## src/rtl/hexdiv_pkg.sv

```systemverilog
package hexdiv_pkg;

  // Condition code bit positions
  localparam int CC_C = 3;
  localparam int CC_V = 2;
  localparam int CC_G = 1;
  localparam int CC_L = 0;

  typedef enum logic [1:0] {
    K_NORM = 2'd0,
    K_ZERO = 2'd1,
    K_DIVZ = 2'd2
  } res_kind_e;

  typedef enum logic [1:0] {
    S_IDLE = 2'd0,
    S_SUB  = 2'd1,
    S_FIN  = 2'd2
  } div_state_e;

endpackage

```

## src/rtl/hexdiv_unpack.sv

```systemverilog
// Splits a word into sign, widened signed exponent and fraction, and
// normalizes the fraction one hex digit at a time.
module hexdiv_unpack #(
  parameter int FRAC_W = 24,
  parameter int EXP_W  = 7,
  parameter int XW     = EXP_W + 3
) (
  input  logic [FRAC_W+EXP_W:0]  word,
  output logic                   sgn,
  output logic signed [XW-1:0]   exp,
  output logic [FRAC_W-1:0]      frac,
  output logic                   is_zero
);
  localparam int W   = FRAC_W + EXP_W + 1;
  localparam int NIB = FRAC_W / 4;

  logic [FRAC_W-1:0]    f_n;
  logic signed [XW-1:0] e_n;

  always_comb begin
    f_n = word[FRAC_W-1:0];
    e_n = $signed({{(XW-EXP_W){1'b0}}, word[W-2 -: EXP_W]});
    for (int i = 0; i < NIB - 1; i++) begin
      if (f_n[FRAC_W-1 -: 4] == 4'h0) begin
        f_n = f_n << 4;
        e_n = e_n - XW'(1);
      end
    end
    is_zero = (word[FRAC_W-1:0] == '0);
    sgn     = is_zero ? 1'b0 : word[W-1];
    exp     = is_zero ? '0 : e_n;
    frac    = f_n;
  end

endmodule

```

## src/rtl/hexdiv_pack.sv

```systemverilog
// Applies rounding, then range checks and packs the result word and code.
module hexdiv_pack
  import hexdiv_pkg::*;
#(
  parameter int FRAC_W = 24,
  parameter int EXP_W  = 7,
  parameter int XW     = EXP_W + 3
) (
  input  res_kind_e             kind,
  input  logic                  sgn,
  input  logic signed [XW-1:0]  exp,
  input  logic [FRAC_W-1:0]     frac,
  input  logic                  rnd_inc,
  output logic [FRAC_W+EXP_W:0] word,
  output logic [3:0]            cc,
  output logic                  wr
);
  localparam int W = FRAC_W + EXP_W + 1;
  localparam int EXP_MAX = (1 << EXP_W) - 1;
  localparam logic signed [XW-1:0] EMAX_S = XW'(EXP_MAX);

  logic [FRAC_W:0]      sum;
  logic [FRAC_W-1:0]    f2;
  logic signed [XW-1:0] e2;

  always_comb begin
    sum = {1'b0, frac} + (FRAC_W+1)'(rnd_inc);
    f2  = sum[FRAC_W-1:0];
    e2  = exp;
    if (sum[FRAC_W]) begin
      f2 = FRAC_W'(sum >> 4);
      e2 = exp + XW'(1);
    end
    word = '0;
    cc   = 4'b0000;
    wr   = 1'b1;
    case (kind)
      K_DIVZ: begin
        cc[CC_C] = 1'b1;
        cc[CC_V] = 1'b1;
        wr       = 1'b0;
      end
      K_ZERO: ;
      default: begin
        if (e2 < $signed(XW'(0))) begin
          cc[CC_V] = 1'b1;
        end else if (e2 > EMAX_S) begin
          word     = {sgn, {(W-1){1'b1}}};
          cc[CC_V] = 1'b1;
          cc[CC_L] = sgn;
          cc[CC_G] = ~sgn;
        end else begin
          word     = {sgn, e2[EXP_W-1:0], f2};
          cc[CC_L] = sgn;
          cc[CC_G] = ~sgn;
        end
      end
    endcase
  end

endmodule

```

## src/rtl/hexdiv_fp_divider.sv

```systemverilog
module hexdiv_fp_divider
  import hexdiv_pkg::*;
#(
  parameter int FRAC_W = 24,
  parameter int EXP_W  = 7
) (
  input  logic                  clk,
  input  logic                  rst_n,
  input  logic                  start,
  input  logic [FRAC_W+EXP_W:0] dividend,
  input  logic [FRAC_W+EXP_W:0] divisor,
  input  logic                  round_en,
  output logic [FRAC_W+EXP_W:0] quotient,
  output logic [3:0]            cc,
  output logic                  wr_en,
  output logic                  done
);
  localparam int W       = FRAC_W + EXP_W + 1;
  localparam int DIGITS  = FRAC_W / 4;
  localparam int REM_W   = FRAC_W + 4;
  localparam int XW      = EXP_W + 3;
  localparam int CW      = $clog2(DIGITS);
  localparam int BIAS    = 1 << (EXP_W - 1);
  localparam int EXP_MAX = (1 << EXP_W) - 1;
  localparam logic signed [XW-1:0] BIAS_S = XW'(BIAS);
  localparam logic signed [XW-1:0] EMAX_S = XW'(EXP_MAX);

  // Reset: asynchronous assert, synchronous release
  logic [1:0] rs_q;
  logic       rst_s_n;
  always_ff @(posedge clk or negedge rst_n) begin
    if (!rst_n) rs_q <= 2'b00;
    else        rs_q <= {rs_q[0], 1'b1};
  end
  assign rst_s_n = rs_q[1];

  // Operand unpack
  logic                 sa, sb, za, zb;
  logic signed [XW-1:0] ea, eb;
  logic [FRAC_W-1:0]    fa, fb;

  hexdiv_unpack #(.FRAC_W(FRAC_W), .EXP_W(EXP_W), .XW(XW)) u_unp_a (
    .word(dividend), .sgn(sa), .exp(ea), .frac(fa), .is_zero(za));
  hexdiv_unpack #(.FRAC_W(FRAC_W), .EXP_W(EXP_W), .XW(XW)) u_unp_b (
    .word(divisor), .sgn(sb), .exp(eb), .frac(fb), .is_zero(zb));

  // Issue-time exponent and pre-adjust
  logic                 fa_lt;
  logic signed [XW-1:0] qe_raw, qe_adj, qe_start;
  logic                 go_sub;
  always_comb begin
    fa_lt    = (fa < fb);
    qe_raw   = ea - eb + BIAS_S;
    qe_adj   = fa_lt ? qe_raw : qe_raw + XW'(1);
    qe_start = (qe_raw < $signed(XW'(0)) || qe_raw > EMAX_S) ? qe_raw : qe_adj;
    go_sub   = (qe_start >= $signed(XW'(0))) && (qe_start <= EMAX_S);
  end

  // State
  div_state_e           st_q, st_d;
  logic [REM_W-1:0]     rem_q, rem_d;
  logic [FRAC_W-1:0]    dsr_q, dsr_d;
  logic [FRAC_W-1:0]    quo_q, quo_d;
  logic [CW-1:0]        cnt_q, cnt_d;
  logic                 sgn_q, sgn_d;
  logic signed [XW-1:0] exp_q, exp_d;
  res_kind_e            kind_q, kind_d;
  logic                 rbit_q, rbit_d;
  logic                 rnd_q, rnd_d;

  logic [REM_W-1:0] dsr_ext;
  logic             sub_ok;
  assign dsr_ext = REM_W'(dsr_q);
  assign sub_ok  = (rem_q >= dsr_ext);

  always_comb begin
    st_d   = st_q;
    rem_d  = rem_q;
    dsr_d  = dsr_q;
    quo_d  = quo_q;
    cnt_d  = cnt_q;
    sgn_d  = sgn_q;
    exp_d  = exp_q;
    kind_d = kind_q;
    rbit_d = rbit_q;
    rnd_d  = rnd_q;
    case (st_q)
      S_IDLE: begin
        if (start) begin
          sgn_d  = sa ^ sb;
          exp_d  = qe_start;
          dsr_d  = fb;
          rem_d  = fa_lt ? {fa, 4'h0} : REM_W'(fa);
          quo_d  = '0;
          cnt_d  = '0;
          rbit_d = 1'b0;
          rnd_d  = round_en;
          if (zb) begin
            kind_d = K_DIVZ;
            st_d   = S_FIN;
          end else if (za) begin
            kind_d = K_ZERO;
            st_d   = S_FIN;
          end else begin
            kind_d = K_NORM;
            st_d   = go_sub ? S_SUB : S_FIN;
          end
        end
      end
      S_SUB: begin
        if (sub_ok) begin
          rem_d = rem_q - dsr_ext;
          quo_d = quo_q + FRAC_W'(1);
        end else if (cnt_q == CW'(DIGITS - 1)) begin
          rbit_d = ({rem_q, 1'b0} >= {1'b0, dsr_ext});
          st_d   = S_FIN;
        end else begin
          rem_d = rem_q << 4;
          quo_d = quo_q << 4;
          cnt_d = cnt_q + CW'(1);
        end
      end
      S_FIN:   st_d = S_IDLE;
      default: st_d = S_IDLE;
    endcase
  end

  always_ff @(posedge clk or negedge rst_s_n) begin
    if (!rst_s_n) begin
      st_q   <= S_IDLE;
      rem_q  <= '0;
      dsr_q  <= '0;
      quo_q  <= '0;
      cnt_q  <= '0;
      sgn_q  <= 1'b0;
      exp_q  <= '0;
      kind_q <= K_NORM;
      rbit_q <= 1'b0;
      rnd_q  <= 1'b0;
    end else begin
      st_q   <= st_d;
      rem_q  <= rem_d;
      dsr_q  <= dsr_d;
      quo_q  <= quo_d;
      cnt_q  <= cnt_d;
      sgn_q  <= sgn_d;
      exp_q  <= exp_d;
      kind_q <= kind_d;
      rbit_q <= rbit_d;
      rnd_q  <= rnd_d;
    end
  end

  // Result packing
  logic [W-1:0] pk_word;
  logic [3:0]   pk_cc;
  logic         pk_wr;

  hexdiv_pack #(.FRAC_W(FRAC_W), .EXP_W(EXP_W), .XW(XW)) u_pack (
    .kind(kind_q), .sgn(sgn_q), .exp(exp_q), .frac(quo_q),
    .rnd_inc(rbit_q & rnd_q), .word(pk_word), .cc(pk_cc), .wr(pk_wr));

  // Output registers
  logic out_en;
  assign out_en = (st_q == S_FIN);

  always_ff @(posedge clk or negedge rst_s_n) begin
    if (!rst_s_n) begin
      quotient <= '0;
      cc       <= 4'b0000;
    end else if (out_en) begin
      quotient <= pk_word;
      cc       <= pk_cc;
    end
  end

  always_ff @(posedge clk or negedge rst_s_n) begin
    if (!rst_s_n) begin
      done  <= 1'b0;
      wr_en <= 1'b0;
    end else begin
      done  <= out_en;
      wr_en <= out_en & pk_wr;
    end
  end

  // Assertions
  a_r8_done_pulse: assert property (@(posedge clk) disable iff (!rst_s_n)
    done |=> !done);

  a_r8_wr_with_done: assert property (@(posedge clk) disable iff (!rst_s_n)
    wr_en |-> done);

  a_r1_div_zero: assert property (@(posedge clk) disable iff (!rst_s_n)
    (st_q == S_IDLE && start && divisor[FRAC_W-1:0] == '0)
      |=> ##1 (done && !wr_en && cc == 4'b1100));

  a_r3_digit_bound: assert property (@(posedge clk) disable iff (!rst_s_n)
    (st_q == S_SUB) |-> (rem_q < {dsr_q, 4'h0}));

  a_r3_sign_code: assert property (@(posedge clk) disable iff (!rst_s_n)
    (done && wr_en && !cc[CC_V] && (cc[CC_G] || cc[CC_L]))
      |-> (cc[CC_L] == quotient[W-1] && cc[CC_G] == !quotient[W-1]));

  a_r7_normalized: assert property (@(posedge clk) disable iff (!rst_s_n)
    (done && wr_en && !cc[CC_V] && (cc[CC_G] || cc[CC_L]))
      |-> (quotient[FRAC_W-1 -: 4] != 4'h0));

  a_r5_overflow_word: assert property (@(posedge clk) disable iff (!rst_s_n)
    (done && wr_en && cc[CC_V] && (cc[CC_G] || cc[CC_L]))
      |-> (quotient[W-2:0] == '1));

  a_r4_underflow_word: assert property (@(posedge clk) disable iff (!rst_s_n)
    (done && wr_en && cc == 4'b0100) |-> (quotient == '0));

  a_r9_busy_hold: assert property (@(posedge clk) disable iff (!rst_s_n)
    (st_q == S_SUB) |=> $stable(dsr_q));

endmodule

```

## config.mk

```make
export PLATFORM = sky130hd
export DESIGN_NAME = hexdiv_fp_divider
export DESIGN_NICKNAME = d
export VERILOG_FILES = /design/src/rtl/hexdiv_pkg.sv /design/src/rtl/hexdiv_unpack.sv /design/src/rtl/hexdiv_pack.sv /design/src/rtl/hexdiv_fp_divider.sv
export SDC_FILE = /design/constraint.sdc
export NUM_CORES = 1
export LEC_CHECK = 0
export BUFFER_PORTS_ARGS = -buffer_cell sky130_fd_sc_hd__buf_2
export CELL_PAD_IN_SITES_DETAIL_PLACEMENT = 0
export CELL_PAD_IN_SITES_GLOBAL_PLACEMENT = 1
export CORE_MARGIN = 2
export CORE_UTILIZATION = 50
export CTS_CLUSTER_SIZE = 10
export DETAILED_ROUTE_END_ITERATION = 8
export PLACE_DENSITY_LB_ADDON = 0.1
export SKIP_CTS_REPAIR_TIMING = 1
export SYNTH_ARGS = -nofsm -noshare
export SYNTH_HDL_FRONTEND = slang
export SYNTH_HIERARCHICAL = 1
export SYNTH_SLANG_ARGS = --single-unit
```

## constraint.sdc

```tcl
create_clock -name clk -period 9.4 [get_ports clk]
set_clock_uncertainty 0.15 [all_clocks]
set_input_delay 0.47 -clock clk [delete_from_list [all_inputs] [get_ports clk]]
set_output_delay 0.47 -clock clk [all_outputs]
set_load 0.02 [all_outputs]
```

==> metrics.txt, run 1 <==
result of the run=completed; Overflow after GRT=0; number of flip-flops and latches in the synthesized netlist=136; GRT Overall Usage=0.287; maximum level of the CTS H-tree=4; kind of capture point of the worst setup path=flop; fraction of registers with async set or reset after synthesis=1.00; clock slew at the register clock pins of the worst setup and hold paths=0.06 ns; share of final-layout standard cells stronger than drive strength 1=0.148; max cap viols=0; Worst-Skew Late Latency=0.44 ns; TritonCTS Sinks=136; synthesized instance count=1777; total number of vias=13300; category of the critical setup timing path=input port to flop; element type at the critical path start=input port; Highest Clock Rate=142 MHz; number of synthesized flops with an enable pin=0; largest incremental delay on the critical path=0.93 ns; leakage power figure=6.63 nW; Fin. Hold Viols=0; slowest library cell on the worst path=sky130_fd_sc_hd__or4_1; Area after DPL=0.0148 sq mm; row count=61; # port buffers=105; Syn-to-layout area delta=9.61%; number of optimization iterations in the first detailed-route pass=6; die footprint=0.0295 sq mm; required time at the worst-slack endpoint=9.57 ns; worst max-slew margin expressed relative to the limit=0.242; DRC errors left=0; area of the placeable core=0.0277 sq mm; remaining antenna violation count=0; number of top-level pins=106; first-pass GRT wire length=67100 microns; Period Utilization, post-route=0.750; detailed-placement wirelength estimate=31700 microns; TritonCTS Buffers=17; setup repair after global routing missed its margin=no; Period minus WS final=7.05 ns; worst min-delay path class=input port to flop; WL/cell=18.7 microns; pins over their slew limit=0; top library cells by usage in the layout, fill and taps aside=189 x sky130_fd_sc_hd__nand2_1, 172 x sky130_fd_sc_hd__a21oi_1, 143 x sky130_fd_sc_hd__nor2_1; global placement routability congestion=0.901; initial drt markers=1102; highest fanout seen on the critical path=26; cell repeated most along the worst path=sky130_fd_sc_hd__ha_1; design area=0.0154 sq mm; largest net degree at the start of global routing=67; CTS tree=built; areal power density over the cells=275 mW/mm^2; initial antenna violation count=0; antenna diode count=0; flip-flop cell with the highest count after synthesis=sky130_fd_sc_hd__dfrtp_1; worst slew pin tran=1.13 ns; Final #Nets=2005; average footprint of a synthesized cell=7.91 sq um; worst path arrival time=7.23 ns; die width=172 microns; final setup fails=0; Max rail drop VDD=129 uV; Synth warnings=6; vias in the first global route=12700; number of library cell types mapped by synthesis=102; Net Count, Synth=1952; height of the chip=172 microns; cell at the root of the clock tree=sky130_fd_sc_hd__clkbuf_16; starting density of the core=0.508; Cell Area, Synth=0.0141 sq mm; drt total wl=41600 microns; buffers from clock root to sink, at most=2; TNS Setup=0 ns; vias per cell=5.99; sequential area share after synthesis=0.242; commonest non-fill, non-tap cell in the layout=sky130_fd_sc_hd__nand2_1
-- final cells by class --
type / instances / area (sq um)
Tap cell: 378 / 473
Sequential cell: 136 / 3410
Clock buffer: 19 / 433
Inverter: 100 / 375
Clock inverter: 13 / 194
Multi-Input combinational cell: 1451 / 9860
Fill cell: 2646 / 12300
Timing Repair Buffer: 124 / 671
-- layer usage --
| layer | share of wire | vias up | GRT usage |
|---|---|---|---|
| met5 | 0 | - | 0 |
| met4 | 0.016 | 0 | 0.0722 |
| met3 | 0.056 | 42 | 0.0492 |
| met2 | 0.46 | 357 | 0.464 |
| met1 | 0.46 | 6365 | 0.397 |
| li1 | - | 6541 | - |
-- logic make-up (layout without fill, tap and decap cells) --
kind of cell             after synthesis  after routing  share of synthesized area
flip-flops                           136            136                      0.242
adder cells (fa/ha/maj)              107            107                     0.0963
XOR/XNOR                             119            119                     0.0783
multiplexers                          81             81                     0.0626
other                                  1              1                   0.000267
AO/OA/AOI/OAI                        506            506                      0.225
AND/OR/NAND/NOR                      637            637                      0.235
buffers and inverters                190            256                     0.0604
-- cell usage after synthesis (all sizes together) (9+ instances only) --
cell type | n | area share
a211o | 9 | 0.0056
a211oi | 26 | 0.016
a21o | 36 | 0.019
a21oi | 176 | 0.063
a22o | 13 | 0.0081
a31oi | 18 | 0.0080
and2 | 21 | 0.0094
and3 | 22 | 0.010
buf | 42 | 0.020
clkbuf | 48 | 0.014
dfrtp | 136 | 0.24
ha | 105 | 0.093
inv | 100 | 0.027
mux2 | 53 | 0.043
mux2i | 28 | 0.020
nand2 | 190 | 0.051
nand2b | 11 | 0.0049
nand3 | 60 | 0.022
nand4 | 25 | 0.012
nor2 | 146 | 0.040
nor2b | 14 | 0.0062
nor3 | 46 | 0.020
nor4 | 42 | 0.024
o21ai | 133 | 0.047
o22ai | 20 | 0.0089
or4 | 12 | 0.0077
xnor2 | 69 | 0.045
xor2 | 49 | 0.032
-- registers in the layout, summed over array words and instances, names as in the netlist, 3 cells and up --
name / cells
quotient: 32
rem_q: 28
dsr_q: 24
quo_q: 24
exp_q: 10
cc: 4
cnt_q: 3
-- power breakdown --
part | internal (mW) | switching [mW] | leakage, nW | total [mW]
Sequential | 0.799 | 0.175 | 1.73 | 0.974
Clock | 0.448 | 0.282 | 0.296 | 0.729
Combinational | 0.987 | 1.55 | 4.60 | 2.53
Total | 2.23 | 2.00 | 6.63 | 4.24
-- worst paths after layout --
check / from / end / cells after the start / slack, ns
max: dividend[21] / exp_q[6]$_DFFE_PN0P_ / 28 / 2.35
min: round_en / rnd_q$_DFFE_PN0P_ / 3 / 0.08
max reg2reg: rem_q[0]$_DFFE_PN0P_ / cnt_q[0]$_DFFE_PN0P_ / 13 / 5.11
min reg2reg: rs_q[1]$_DFF_PN0_ / cc[0]$_DFFE_PN0P_ / 0 / 0.16
max in group asynchronous: rs_q[1]$_DFF_PN0_ / dsr_q[3]$_DFFE_PN0P_ / 2 / 7.23
min in group asynchronous: rs_q[1]$_DFF_PN0_ / cc[0]$_DFFE_PN0P_ / 0 / 0.16
-- stage by stage --
stage               instances  power [mW]  setup slack, ns  hold WS (ns)  utilization
floorplan                1777        2.90             2.81        0.0244            -
global placement         2188        3.44             2.24         0.104        0.533
detailed placement       2188        3.47             2.00         0.106        0.533
CTS                      2220        4.22             2.40        -0.360        0.556
global route             2221        4.58             1.78        0.0840        0.556
finish                   2221        4.24             2.35        0.0809        0.556
-- worst max-delay path: cells and delay by family --
family / cells / cell delay, ns
buffers and inverters: 3 / 0.30
AND/OR/NAND/NOR: 6 / 1.98
adder cells (fa/ha/maj): 4 / 1.22
AO/OA/AOI/OAI: 12 / 2.55
XOR/XNOR: 2 / 0.44
multiplexers: 1 / 0.27
Note: power is estimated with default switching activity, not from simulation.
==> run 2: changes to the inputs <==
CORE_UTILIZATION = 42   (was 50)
clock period = 5.85 ns   (was 9.4 ns; I/O delays follow)
==> run 2 against run 1 <==
Compared with the run above:
- flip-flop and latch count stayed put
- critical path type unchanged
- total power is 62% higher
- non-clock buffer count is 101 higher
- critical path depth is 2 lower
- largest power group unchanged
- global-route usage is 3.6 points lower
- clock-buffer cell count is 2 lower
- cell area is 7.2% higher
- sequential share of layout area is 1.5 points lower
- utilization is 6.0 points lower
==> metrics.txt, run 2 (synthesis gave the netlist of run 1 again) <==
cell repeated most along the worst path=sky130_fd_sc_hd__ha_1; Period Utilization, post-route=0.965; amount of wire on met2 after detailed routing=20800 microns; Fin. Hold Viols=0; category of the critical setup timing path=input port to flop; final setup fails=0; global placement routability congestion=0.921; Worst-Skew Late Latency=0.44 ns; Period minus WS final=5.65 ns; Hold Slack=0.177 ns; row count=67; detailed-placement wirelength estimate=33900 microns; worst reg2reg path endpoint=rem_q[17]$_DFFE_PN0P_; number of top-level pins=106; element type at the critical path start=input port; number of optimization iterations in the first detailed-route pass=5; gate family responsible for the most delay along the worst path=adder cells; worst path arrival time=5.82 ns; commonest non-fill, non-tap cell in the layout=sky130_fd_sc_hd__nand2_1; Max rail drop VDD=222 uV; clock slew at the register clock pins of the worst setup and hold paths=0.07 ns; Area after DPL=0.0157 sq mm; internal power component=3.52 mW; remaining antenna violation count=0; largest incremental delay on the critical path=0.57 ns; WL/cell=18.4 microns; CTS tree=built; TritonCTS Buffers=17; logic gate share of total power=0.611; largest net degree at the start of global routing=74; total length of routed met3 wires=2020 microns; cell at the root of the clock tree=sky130_fd_sc_hd__clkbuf_16; share of final-layout standard cells stronger than drive strength 1=0.213; leakage power figure=7.18 nW; # port buffers=105; max reg flops=32; initial drt markers=872; Syn-to-layout area delta=17.6%; combined buffer and inverter count along the critical path=3; initial antenna violation count=1; areal power density over the cells=415 mW/mm^2; top library cells by usage in the layout, fill and taps aside=188 x sky130_fd_sc_hd__nand2_1, 169 x sky130_fd_sc_hd__a21oi_1, 138 x sky130_fd_sc_hd__nor2_1; worst slew pin tran=1.03 ns; Regs by FF count=quotient x32, rem_q x28; worst max-slew margin expressed relative to the limit=0.314; maximum level of the CTS H-tree=4; worst min-delay path class=input port to flop; area of the placeable core=0.0333 sq mm; filler instances=3325; starting density of the core=0.422; top metal layer carrying routed signals=met4; highest fanout seen on the critical path=7; required time at the worst-slack endpoint=6.02 ns; switching power=3.33 mW; TritonCTS Sinks=136; result of the run=completed; height of the chip=187 microns; Most flops, register=quotient; vias per cell=5.76; switching part of the total power=0.486; Reg power frac=0.229; Min-Delay Path Depth=3; max cap viols=0; design area=0.0165 sq mm; hold path start=start; total number of vias=13800; reg2reg setup slack=1.49 ns; die width=187 microns; Highest Clock Rate=177 MHz; die footprint=0.0350 sq mm; Clock Power Share=0.160; vias in the first global route=13500; Final #Nets=2106; DRC errors left=0; drt total wl=44000 microns; pins over their slew limit=0; slowest library cell on the worst path=sky130_fd_sc_hd__or4_4; startpoint of the worst-slack reg-to-reg timing path=rem_q[0]$_DFFE_PN0P_; TNS Setup=0 ns; number of cells on the worst reg-to-reg path=13; routed metal-1 wirelength=20400 microns; kind of capture point of the worst setup path=flop; GRT Overall Usage=0.251; endpoint of the worst hold-timing path=st_q[0]$_DFFE_PN0P_; Overflow after GRT=0; buffers from clock root to sink, at most=2; first-pass GRT wire length=71700 microns
==> run 2: routing by layer <==
| layer | vias up | GRT usage |
|---|---|---|
| met4 | 0 | 0.0687 |
| met3 | 48 | 0.0302 |
| li1 | 6765 | - |
| met5 | - | 0 |
| met1 | 6638 | 0.345 |
| met2 | 342 | 0.418 |
==> run 2: worst min-delay path: stages <==
cell                       delay (ns)
sky130_fd_sc_hd__buf_2           0.08
sky130_fd_sc_hd__o21bai_1        0.18
sky130_fd_sc_hd__o21ai_1         0.17
==> run 2: area by class of cell <==
class	count	area [sq um]	share of cell area
antenna	1	2.50	0.000151
clock buffer	17	425	0.0257
clock inverter	15	173	0.0104
inverter	100	375	0.0227
multi-input combinational	1451	10100	0.613
sequential	136	3410	0.206
tap	448	561	0.0339
timing repair buffer	225	1450	0.0877
==> run 2: worst max-delay path by stage <==
stage | from | endpoint | slack, ns | cells after the start
floorplan | divisor[20] | exp_q[2]$_DFFE_PN0P_ | -0.27 | 30
global placement | dividend[21] | exp_q[2]$_DFFE_PN0P_ | -0.31 | 30
detailed placement | dividend[21] | exp_q[2]$_DFFE_PN0P_ | -0.46 | 28
CTS | dividend[21] | exp_q[2]$_DFFE_PN0P_ | -0.04 | 28
global route | dividend[21] | exp_q[2]$_DFFE_PN0P_ | -0.04 | 30
finish | divisor[20] | exp_q[2]$_DFFE_PN0P_ | 0.20 | 26
==> run 2: power by group through the flow <==
stage / registers (mW) / clock network (mW) / logic [mW]
after detailed placement: 1.58 / 0 / 4.11
final: 1.57 / 1.10 / 4.19
after global routing: 1.62 / 1.15 / 4.64
after floorplan: 1.63 / 0 / 3.04
after global placement: 1.57 / 0 / 4.08
after CTS: 1.57 / 1.12 / 4.15
==> run 2: through the flow <==
stage | util | total power, mW | setup slack, ns | std cells
2_1_floorplan | - | 4.67 | -0.265 | 1777
3_3_place_gp | 0.472 | 5.65 | -0.314 | 2356
3_5_place_dp | 0.472 | 5.70 | -0.463 | 2356
4_1_cts | 0.490 | 6.83 | -0.0394 | 2388
5_1_grt | 0.497 | 7.42 | -0.0402 | 2393
6_report | 0.497 | 6.85 | 0.205 | 2393
